==> src/rtl/wdt_pkg.sv <==
package wdt_pkg;
  localparam int A_REV   = 0;
  localparam int A_CTRL  = 1;
  localparam int A_LOAD  = 2;
  localparam int A_TRIG  = 3;
  localparam int A_KEY   = 4;
  localparam int A_STAT  = 5;
  localparam int A_COUNT = 6;

  localparam logic [31:0] KEY_ARM_A    = 32'h0000_BBBB;
  localparam logic [31:0] KEY_ARM_B    = 32'h0000_4444;
  localparam logic [31:0] KEY_DISARM_A = 32'h0000_AAAA;
  localparam logic [31:0] KEY_DISARM_B = 32'h0000_5555;

  typedef enum logic [1:0] {KS_IDLE, KS_ARM_HALF, KS_DISARM_HALF} key_state_t;
endpackage

==> src/rtl/wdt_post.sv <==
module wdt_post #(
  parameter int DW  = 32,
  parameter int LAT = 3
) (
  input  logic          clk,
  input  logic          rst,
  input  logic          tick,
  input  logic          wr,
  input  logic [DW-1:0] din,
  output logic [DW-1:0] q,
  output logic          pend,
  output logic          fire
);
  localparam int CW = $clog2(LAT + 1);
  logic [CW-1:0] cnt;

  assign fire = tick & pend & (cnt == CW'(1)) & ~wr;

  always_ff @(posedge clk) begin
    if (rst) begin
      pend <= 1'b0;
      cnt  <= '0;
      q    <= '0;
    end else if (wr) begin
      pend <= 1'b1;
      cnt  <= CW'(LAT);
      q    <= din;
    end else if (fire) begin
      pend <= 1'b0;
    end else if (tick && pend) begin
      cnt <= cnt - CW'(1);
    end
  end


  pend_hold_chk: assert property (@(posedge clk) disable iff (rst)
    (pend && !tick) |=> pend);
endmodule

==> src/rtl/wdt_keyseq.sv <==
module wdt_keyseq #(
  parameter int DW = 32
) (
  input  logic          clk,
  input  logic          rst,
  input  logic          fire,
  input  logic [DW-1:0] word,
  output logic          running
);
  import wdt_pkg::*;
  key_state_t ks;

  always_ff @(posedge clk) begin
    if (rst) begin
      ks      <= KS_IDLE;
      running <= 1'b0;
    end else if (fire) begin
      case (ks)
        KS_ARM_HALF: begin
          if (word == DW'(KEY_ARM_B)) running <= 1'b1;
          ks <= KS_IDLE;
        end
        KS_DISARM_HALF: begin
          if (word == DW'(KEY_DISARM_B)) running <= 1'b0;
          ks <= KS_IDLE;
        end
        default: begin
          if (word == DW'(KEY_ARM_A))         ks <= KS_ARM_HALF;
          else if (word == DW'(KEY_DISARM_A)) ks <= KS_DISARM_HALF;
          else                                ks <= KS_IDLE;
        end
      endcase
    end
  end


  run_change_chk: assert property (@(posedge clk) disable iff (rst)
    !fire |=> $stable(running));
endmodule

==> src/rtl/wdt_core.sv <==
module wdt_core #(
  parameter int CNT_W      = 32,
  parameter int DW         = 32,
  parameter int RST_CYCLES = 4
) (
  input  logic             clk,
  input  logic             rst,
  input  logic             tick,
  input  logic             running,
  input  logic             pre_en,
  input  logic [2:0]       pre_exp,
  input  logic [CNT_W-1:0] load_val,
  input  logic             trig_fire,
  input  logic [DW-1:0]    trig_val,
  output logic [CNT_W-1:0] cnt,
  output logic [DW-1:0]    last_trig,
  output logic             rst_o
);
  localparam int PRE_W = 8;
  localparam int RW    = $clog2(RST_CYCLES + 1);

  logic [PRE_W-1:0] pre, lim;
  logic [RW-1:0]    rstc;
  logic             step, reload, ovf;

  assign lim    = pre_en ? ((PRE_W'(1) << pre_exp) - PRE_W'(1)) : '0;
  assign step   = tick & running & (pre == lim);
  assign reload = trig_fire & (trig_val != last_trig);
  assign ovf    = step & (&cnt) & ~reload;
  assign rst_o  = (rstc != '0);

  always_ff @(posedge clk) begin
    if (rst) begin
      cnt       <= '0;
      pre       <= '0;
      last_trig <= '0;
      rstc      <= '0;
    end else begin
      if (trig_fire) last_trig <= trig_val;
      if (!running)  pre <= '0;
      else if (tick) pre <= (pre == lim) ? '0 : pre + PRE_W'(1);
      if (reload)    cnt <= load_val;
      else if (step) cnt <= (&cnt) ? load_val : cnt + CNT_W'(1);
      if (ovf)                rstc <= RW'(RST_CYCLES);
      else if (rstc != '0)    rstc <= rstc - RW'(1);
    end
  end


  cnt_hold_chk: assert property (@(posedge clk) disable iff (rst)
    !tick |=> $stable(cnt));

  rst_start_chk: assert property (@(posedge clk) disable iff (rst)
    $rose(rst_o) |-> (cnt == $past(load_val)));
endmodule

==> src/rtl/wdog_timer.sv <==
module wdog_timer #(
  parameter int         ADDR_W     = 3,
  parameter int         DATA_W     = 32,
  parameter int         CNT_W      = 32,
  parameter int         PEND_TICKS = 3,
  parameter int         RST_CYCLES = 4,
  parameter logic [7:0] REV        = 8'h3A
) (
  input  logic              clk,
  input  logic              rst,
  input  logic              tick,
  input  logic              wr_en,
  input  logic [ADDR_W-1:0] addr,
  input  logic [DATA_W-1:0] wdata,
  output logic [DATA_W-1:0] rdata,
  output logic              wdt_rst_o
);
  import wdt_pkg::*;
  localparam int CTRL_W = 6;

  logic              wr_ctrl, wr_load, wr_trig, wr_key;
  logic              p_ctrl, p_load, p_trig, p_key;
  logic              f_ctrl, f_load, f_trig, f_key;
  logic [CTRL_W-1:0] q_ctrl, ctrl_q;
  logic [CNT_W-1:0]  q_load, load_q, cnt;
  logic [DATA_W-1:0] q_trig, q_key, last_trig;
  logic              running;

  assign wr_ctrl = wr_en && (addr == ADDR_W'(A_CTRL));
  assign wr_load = wr_en && (addr == ADDR_W'(A_LOAD));
  assign wr_trig = wr_en && (addr == ADDR_W'(A_TRIG));
  assign wr_key  = wr_en && (addr == ADDR_W'(A_KEY));

  wdt_post #(.DW(CTRL_W), .LAT(PEND_TICKS)) u_post_ctrl (
    .clk(clk), .rst(rst), .tick(tick), .wr(wr_ctrl), .din(wdata[CTRL_W-1:0]),
    .q(q_ctrl), .pend(p_ctrl), .fire(f_ctrl));
  wdt_post #(.DW(CNT_W), .LAT(PEND_TICKS)) u_post_load (
    .clk(clk), .rst(rst), .tick(tick), .wr(wr_load), .din(wdata[CNT_W-1:0]),
    .q(q_load), .pend(p_load), .fire(f_load));
  wdt_post #(.DW(DATA_W), .LAT(PEND_TICKS)) u_post_trig (
    .clk(clk), .rst(rst), .tick(tick), .wr(wr_trig), .din(wdata),
    .q(q_trig), .pend(p_trig), .fire(f_trig));
  wdt_post #(.DW(DATA_W), .LAT(PEND_TICKS)) u_post_key (
    .clk(clk), .rst(rst), .tick(tick), .wr(wr_key), .din(wdata),
    .q(q_key), .pend(p_key), .fire(f_key));

  wdt_keyseq #(.DW(DATA_W)) u_keys (
    .clk(clk), .rst(rst), .fire(f_key), .word(q_key), .running(running));

  always_ff @(posedge clk) begin
    if (rst) begin
      ctrl_q <= '0;
      load_q <= '0;
    end else if (!running) begin
      if (f_ctrl) ctrl_q <= q_ctrl;
      if (f_load) load_q <= q_load;
    end
  end

  wdt_core #(.CNT_W(CNT_W), .DW(DATA_W), .RST_CYCLES(RST_CYCLES)) u_core (
    .clk(clk), .rst(rst), .tick(tick), .running(running),
    .pre_en(ctrl_q[5]), .pre_exp(ctrl_q[4:2]), .load_val(load_q),
    .trig_fire(f_trig), .trig_val(q_trig), .cnt(cnt), .last_trig(last_trig),
    .rst_o(wdt_rst_o));

  always_ff @(posedge clk) begin
    if (rst) rdata <= '0;
    else begin
      case (addr)
        ADDR_W'(A_REV):   rdata <= DATA_W'(REV);
        ADDR_W'(A_CTRL):  rdata <= DATA_W'(ctrl_q);
        ADDR_W'(A_LOAD):  rdata <= DATA_W'(load_q);
        ADDR_W'(A_TRIG):  rdata <= last_trig;
        ADDR_W'(A_KEY):   rdata <= DATA_W'(running);
        ADDR_W'(A_STAT):  rdata <= DATA_W'({p_key, p_trig, p_load, 1'b0, p_ctrl});
        ADDR_W'(A_COUNT): rdata <= DATA_W'(cnt);
        default:          rdata <= '0;
      endcase
    end
  end


  cfg_frozen_chk: assert property (@(posedge clk) disable iff (rst)
    running |=> ($stable(ctrl_q) && $stable(load_q)));
endmodule

==> config.mk <==
export PLATFORM = sky130hd
export DESIGN_NAME = wdog_timer
export DESIGN_NICKNAME = d
export VERILOG_FILES = /design/src/rtl/wdt_pkg.sv /design/src/rtl/wdt_post.sv /design/src/rtl/wdt_keyseq.sv /design/src/rtl/wdt_core.sv /design/src/rtl/wdog_timer.sv
export SDC_FILE = /design/constraint.sdc
export NUM_CORES = 1
export LEC_CHECK = 0
export ABC_AREA = 0
export ABC_CLOCK_PERIOD_IN_PS = 4590
export BUFFER_PORTS_ARGS = -buffer_cell sky130_fd_sc_hd__buf_4
export CORE_UTILIZATION = 42
export DETAILED_ROUTE_END_ITERATION = 6
export GPL_TIMING_DRIVEN = 0
export MAX_ROUTING_LAYER = met4
export SLEW_MARGIN = 10
export SYNTH_ARGS = -nofsm -noshare
export SYNTH_HDL_FRONTEND = slang
export SYNTH_SLANG_ARGS = --single-unit
==> constraint.sdc <==
create_clock -name clk -period 4.59 [get_ports clk]
set_clock_uncertainty 0.1 [all_clocks]
set_input_delay 1.1475 -clock clk [delete_from_list [all_inputs] [get_ports clk]]
set_output_delay 1.1475 -clock clk [all_outputs]
set_load 0.05 [all_outputs]
== Word-level counts from Yosys, hierarchy flattened ==
Index checks and enable logic that the tools add are counted.
Operators by class
  add/sub/neg operators: 8
  multipliers: 0
  divide/modulo/power cells: 0
  order comparisons: 0
  equality and inequality tests: 24
  shifts and indexed selects: 1
  muxes and demuxes: 34
  bitwise logic cells: 23
  reduce and logical (&&, ||, !) cells: 32
Operators with widths (count)
  case mux 32 bit (7 select lines): 1
  two-way mux 32 bit: 3
  equality test 32 x 15 -> 1 bit (second input constant): 2
  equality test 32 x 16 -> 1 bit (second input constant): 2
  adder 32 x 1 -> 32 bit (second input constant): 1
  inequality test 32 bit: 1
  AND reduction 32 bit: 1
  two-way mux 2 bit: 15
  nonzero test 2 bit: 11
  bitwise AND 1 bit: 17
  two-way mux 8 bit: 2
  AND reduction 2 bit: 6
  equality test 2 x 1 -> 1 bit (second input constant): 5
  two-way mux 1 bit: 10
  inequality test 2 x 1 -> 1 bit (second input constant): 5
  equality test 3 bit (second input constant): 3
  adder 8 x 1 -> 8 bit (second input constant): 1
  equality test 8 bit: 1
  logical AND 1 bit: 8
  << shifter 1 x 3 -> 8 bit (first input constant): 1
  subtractor 2 x 1 -> 2 bit (second input constant): 4
  subtractor 8 x 1 -> 8 bit (second input constant): 1
  equality test 3 x 2 -> 1 bit (second input constant): 2
  two-way mux 3 bit: 2
  10 further kinds: 17
Storage, ports and cells
  register bits: 262
  latch bits: 0
  memory bits (writable): 0
  memory bits (read-only): 0
  word-level logic and storage cells: 144
  memories: 0

== Depth between registers and ports, before layout ==
  depth in word-level cells: 8
  mapped depth: 13
  gate-level depth less buffers: 10

== Modules after synthesis ==
Synthesis repeated with hierarchy kept, for this count alone.
Second synthesis, totals
  cells, all modules: 1293
  area total of the unflattened synthesis: 12069.1 µm²
By module, submodules not included
  wdt_core: times used 1, cells an instance 503, area an instance 4302.9 µm², sequential area each 1501.4 µm²
  wdt_post (u_post_key ...): times used 3, cells an instance 118, area an instance 1312.5 µm², sequential area each 700.7 µm²
  wdog_timer: times used 1, cells an instance 364, area an instance 3136.8 µm², sequential area each 1401.3 µm²
  wdt_post (u_post_ctrl): times used 1, cells an instance 34, area an instance 357.8 µm², sequential area each 180.2 µm²
  wdt_keyseq: times used 1, cells an instance 38, area an instance 334.1 µm², sequential area each 60.1 µm²

== Least setup slack after synthesis ==
Ideal clock, no wire load.
  path type: input to register
  from: input port addr[2]
  to: register u_core.cnt[14]
  arrival: 2866 ps
  data required time: 4394 ps
  setup slack: 1529 ps
  cell stages on the path: 10
  cells stage by stage: buf_2 nor2b_1 and3_1 buf_2 nor3b_4 o21a_1 nor2_2 buf_4 mux2i_1 a221oi_1
Between the ends
  longest elaborated chain between the ends: 6
  elaborated cells on any way between the ends: 7
Ends and longest elaborated chain
  start: declaration: line wdog_timer.sv:13  | input logic [ADDR_W-1:0] addr,
  equality test 3 x 2 -> 1 bit *: line wdog_timer.sv:31  | assign wr_trig = wr_en && (addr == ADDR_W'(A_TRIG));
  logical AND 1 bit *: line wdog_timer.sv:31
  NOT 1 bit *: line wdt_post.sv:17  | assign fire = tick & pend & (cnt == CW'(1)) & ~wr;
  bitwise AND 1 bit *: line wdt_post.sv:17
  bitwise AND 1 bit *: line wdt_core.sv:28  | assign reload = trig_fire & (trig_val != last_trig);
  two-way mux 32 bit / nonzero test 2 bit (equally long branches)
  end signal: assignment: line wdt_core.sv:42  | if (reload) cnt <= load_val;
  end signal: assignment: line wdt_core.sv:43  | else if (step) cnt <= (&cnt) ? load_val : cnt + CNT_W'(1);
  end: declaration: line wdt_core.sv:15  | output logic [CNT_W-1:0] cnt,
Every way passes the cells marked *; elsewhere a longest branch is shown, timed or not.
A chain may end at the register's enable or synchronous reset.

== Final worst setup path ==
  from: register ctrl_q[2]
  to: register u_core.cnt[13]
Between the ends
  longest elaborated chain between the ends: 6
Ends and longest elaborated chain
  start: declaration: line wdog_timer.sv:24  | logic [CTRL_W-1:0] q_ctrl, ctrl_q;
  start signal: assignment: line wdog_timer.sv:55  | if (f_ctrl) ctrl_q <= q_ctrl;
  << shifter 1 x 3 -> 8 bit: line wdt_core.sv:26  | assign lim = pre_en ? ((PRE_W'(1) << pre_exp) - PRE_W'(1)) : '0;
  subtractor 8 x 1 -> 8 bit: line wdt_core.sv:26
  two-way mux 8 bit: line wdt_core.sv:26
  equality test 8 bit: line wdt_core.sv:27  | assign step = tick & running & (pre == lim);
  bitwise AND 1 bit: line wdt_core.sv:27
  nonzero test 2 bit (no line)
No other way between the ends.

==> summary.txt <==
Max Buffers Root-to-Sink: 3
FF+latch count, synth: 262
Cell Pwr Density: 365.2 nW/um^2
number of port buffers: 69
CTS Buf Count: 29
ys async rst share: 0
HP Class: reg2reg
Final WS setup: 960.0 ps
Worst Max-Slew Pin Slew: 1162 ps
Synth cell types: 70
top cell type's share of synthesized area: 0.4518
ANT cells: 0
Synth-to-Final Area Change: 15.99%
MaxCap Viol Count: 0
Overall Global Routing Usage: 0.2591
Startpoint Class: flop
worst vdd ir: 0.2673 mV
global-route wire length before repair: 55,520 um
count of pins over their slew limit: 0
number of setup buffers added after CTS: 0
initial antenna violation count: 0
Max FO, Critical Path: 10
DR pass1 iterations: 5
WL/cell: 18.39 um
Die X: 168.3 um
Initial Util: 0.4296
# setup viols final: 0
f_max: 0.2755 GHz
part of the cycle the worst path needs: 0.7909
DP HPWL: 27,040 um
internal reg-to-reg setup slack: 960 ps
WHS Endpoint: load_q[29]
Congestion Overflow GR: 0
post-synthesis net count: 1,531
H-tree depth: 1
Ports: 72
Die Ht: 168.3 um
worst endpoint required time: 4930 ps
TritonCTS Sinks: 262
top cells by count, synth: nand2_1, dfxtp_1, a21oi_1, nor2_1, clkbuf_1
Critical R2R Launch: ctrl_q[2]
top cells by area, synth: dfxtp_1, nand2_1, a21oi_1
path depth of the worst reg2reg path: 13
placed cell area: 12,550 sq um
Vias/cell: 5.403
RSZ-0062 raised after global routing: no
final hold slack: 351.5 ps
Post-synth EDFFs: 0
sequential area share after synthesis: 0.4518
layout cells sized above 1: 0.09512
Synth warnings: 0
worst relative slew slack: 0.2192
RR Endpoint: u_core.cnt[13]
Core Util, Final: 0.4983
post-synth top area cell: dfxtp_1
Design Area, Final: 13,470 sq um
Syn Inst Count: 1,480
clk slew on worst S/H paths: 60 ps
Detailed Route Iter0 Violations: 695
pre-CTS WS: 892.7 ps
antenna-violating nets left: 0
largest net degree at the start of global routing: 14
Rows: 60
hold depth: 2
hold_sp: u_post_load.q[29]
drt drc: 0
Avg Inst Size Synth: 7.845 sq um
ys flop type: dfxtp_1
P_leak: 5.023 nW
WL final: 35,650 um
vias in the first global route: 9,780
Hold Fails Final Rpt: 0
core area: 27,030 sq um
endpoint class of the critical path: flop
most common cell in the netlist: nand2_1
hold_buf cts: 0
Final Net Count: 1,631
min cycle time layout: 3630 ps
vias: 10,480
outcome: complete, no violations
aggregate negative setup slack: 0 ps
CTS tree: yes
Worst Path Arrival: 3970 ps
clock root buffer: clkbuf_16
Die ar.: 28,310 sq um
Netlist Area Pre-Place: 11,610 sq um
Final GP Congestion: 0.9473
crit path kind: reg2reg
Clock Latency Late Sink: 550 ps
post-CTS sizing: 0
## worst max path at each step
stage | depth (start not counted) | slack (ps) | start | to
CTS | 13 | 1030 | ctrl_q[2] | u_core.cnt[13]
global route | 13 | 820 | ctrl_q[2] | u_core.cnt[26]
global placement | 8 | 910 | tick | u_core.cnt[24]
finish | 13 | 960 | ctrl_q[2] | u_core.cnt[13]
floorplan | 10 | 1530 | addr[2] | u_core.cnt[14]
detailed placement | 8 | 890 | tick | u_core.cnt[24]
## power breakdown
group | total [mW] | switching, mW | leakage (nW) | internal [mW]
Sequential | 2.34 | 0.0251 | 2.12 | 2.31
Combinational | 0.332 | 0.220 | 2.45 | 0.112
Clock | 2.25 | 0.930 | 0.457 | 1.32
## cell families (layout without fill, tap and decap cells)
group	after synthesis	in the layout	share of synthesized area
AOI/OAI and AO/OA	331	331	0.1652
xor gates and xnor gates	50	50	0.03772
adders and majority gates	12	12	0.01293
buffers and inverters	132	250	0.04580
DFF	262	262	0.4518
muxes	54	54	0.04666
and+or+nand+nor	639	639	0.2399
## critical path, cell delays in order, from the launching register on
cell and delay, ps:
dfxtp_1 300, buf_2 210, inv_1 110, or3_1 370, ha_1 280, and2b_1 220
a32o_1 200, a221o_1 320, a21o_1 190, buf_6 150, a21oi_2 400, buf_2 360
a21oi_1 70, o32ai_1 230
## placed cells by master, fill, tap and decap left out, types with 7 or more instances in the layout
cell         n
xor2_1      42
and3_1       9
a21oi_1    236
nand4_1     16
clkbuf_16   29
buf_1       11
dfxtp_1    262
clkbuf_1    72
clkbuf_8     7
nor3_1      15
nor4_1      19
nand2b_1     7
mux2i_1     53
nor2b_1      8
nand2_1    388
a211oi_1    15
buf_4       72
o21ai_0     13
buf_2       14
xnor2_1      8
o32ai_1     13
nand3_1     28
inv_1       34
ha_1        12
nor2_1     113
## metrics by stage
stage	power, mW	instances
after global placement	2.714	1890
after floorplan	2.594	1480
after CTS	4.955	1939
after detailed placement	2.718	1890
after global routing	5.087	1939
final	4.918	1939
## state kept, by name, summed over array words and instances, names as in the netlist, 3 cells and up
register          cells
u_core.last_trig     32
u_post_load.q        32
u_post_key.q         32
u_post_ctrl.q         6
u_post_trig.q        32
u_core.cnt           32
u_core.pre            8
ctrl_q                6
u_core.rstc           3
load_q               32
rdata                32
## routing by layer
metal	GRT usage	vias up	part of all wire	wire, um
met1	0.3483	4872	0.46	16550
li1	-	5244	-	-
met2	0.4093	308	0.46	16220
met3	0.03268	52	0.059	2108
met5	-	-	0	0
met4	0.07075	0	0.021	764
## area by class of cell
type,instances,area (sq um)
buffer,96,396.6
clock buffer,41,840.8
fill,2699,13560
tap,341,426.7
timing repair buffer,69,518.0
inverter,36,135.1
sequential,262,5245
multi-input combinational,1086,5833
clock inverter,8,71.32
(Power assumes the default switching activity.)
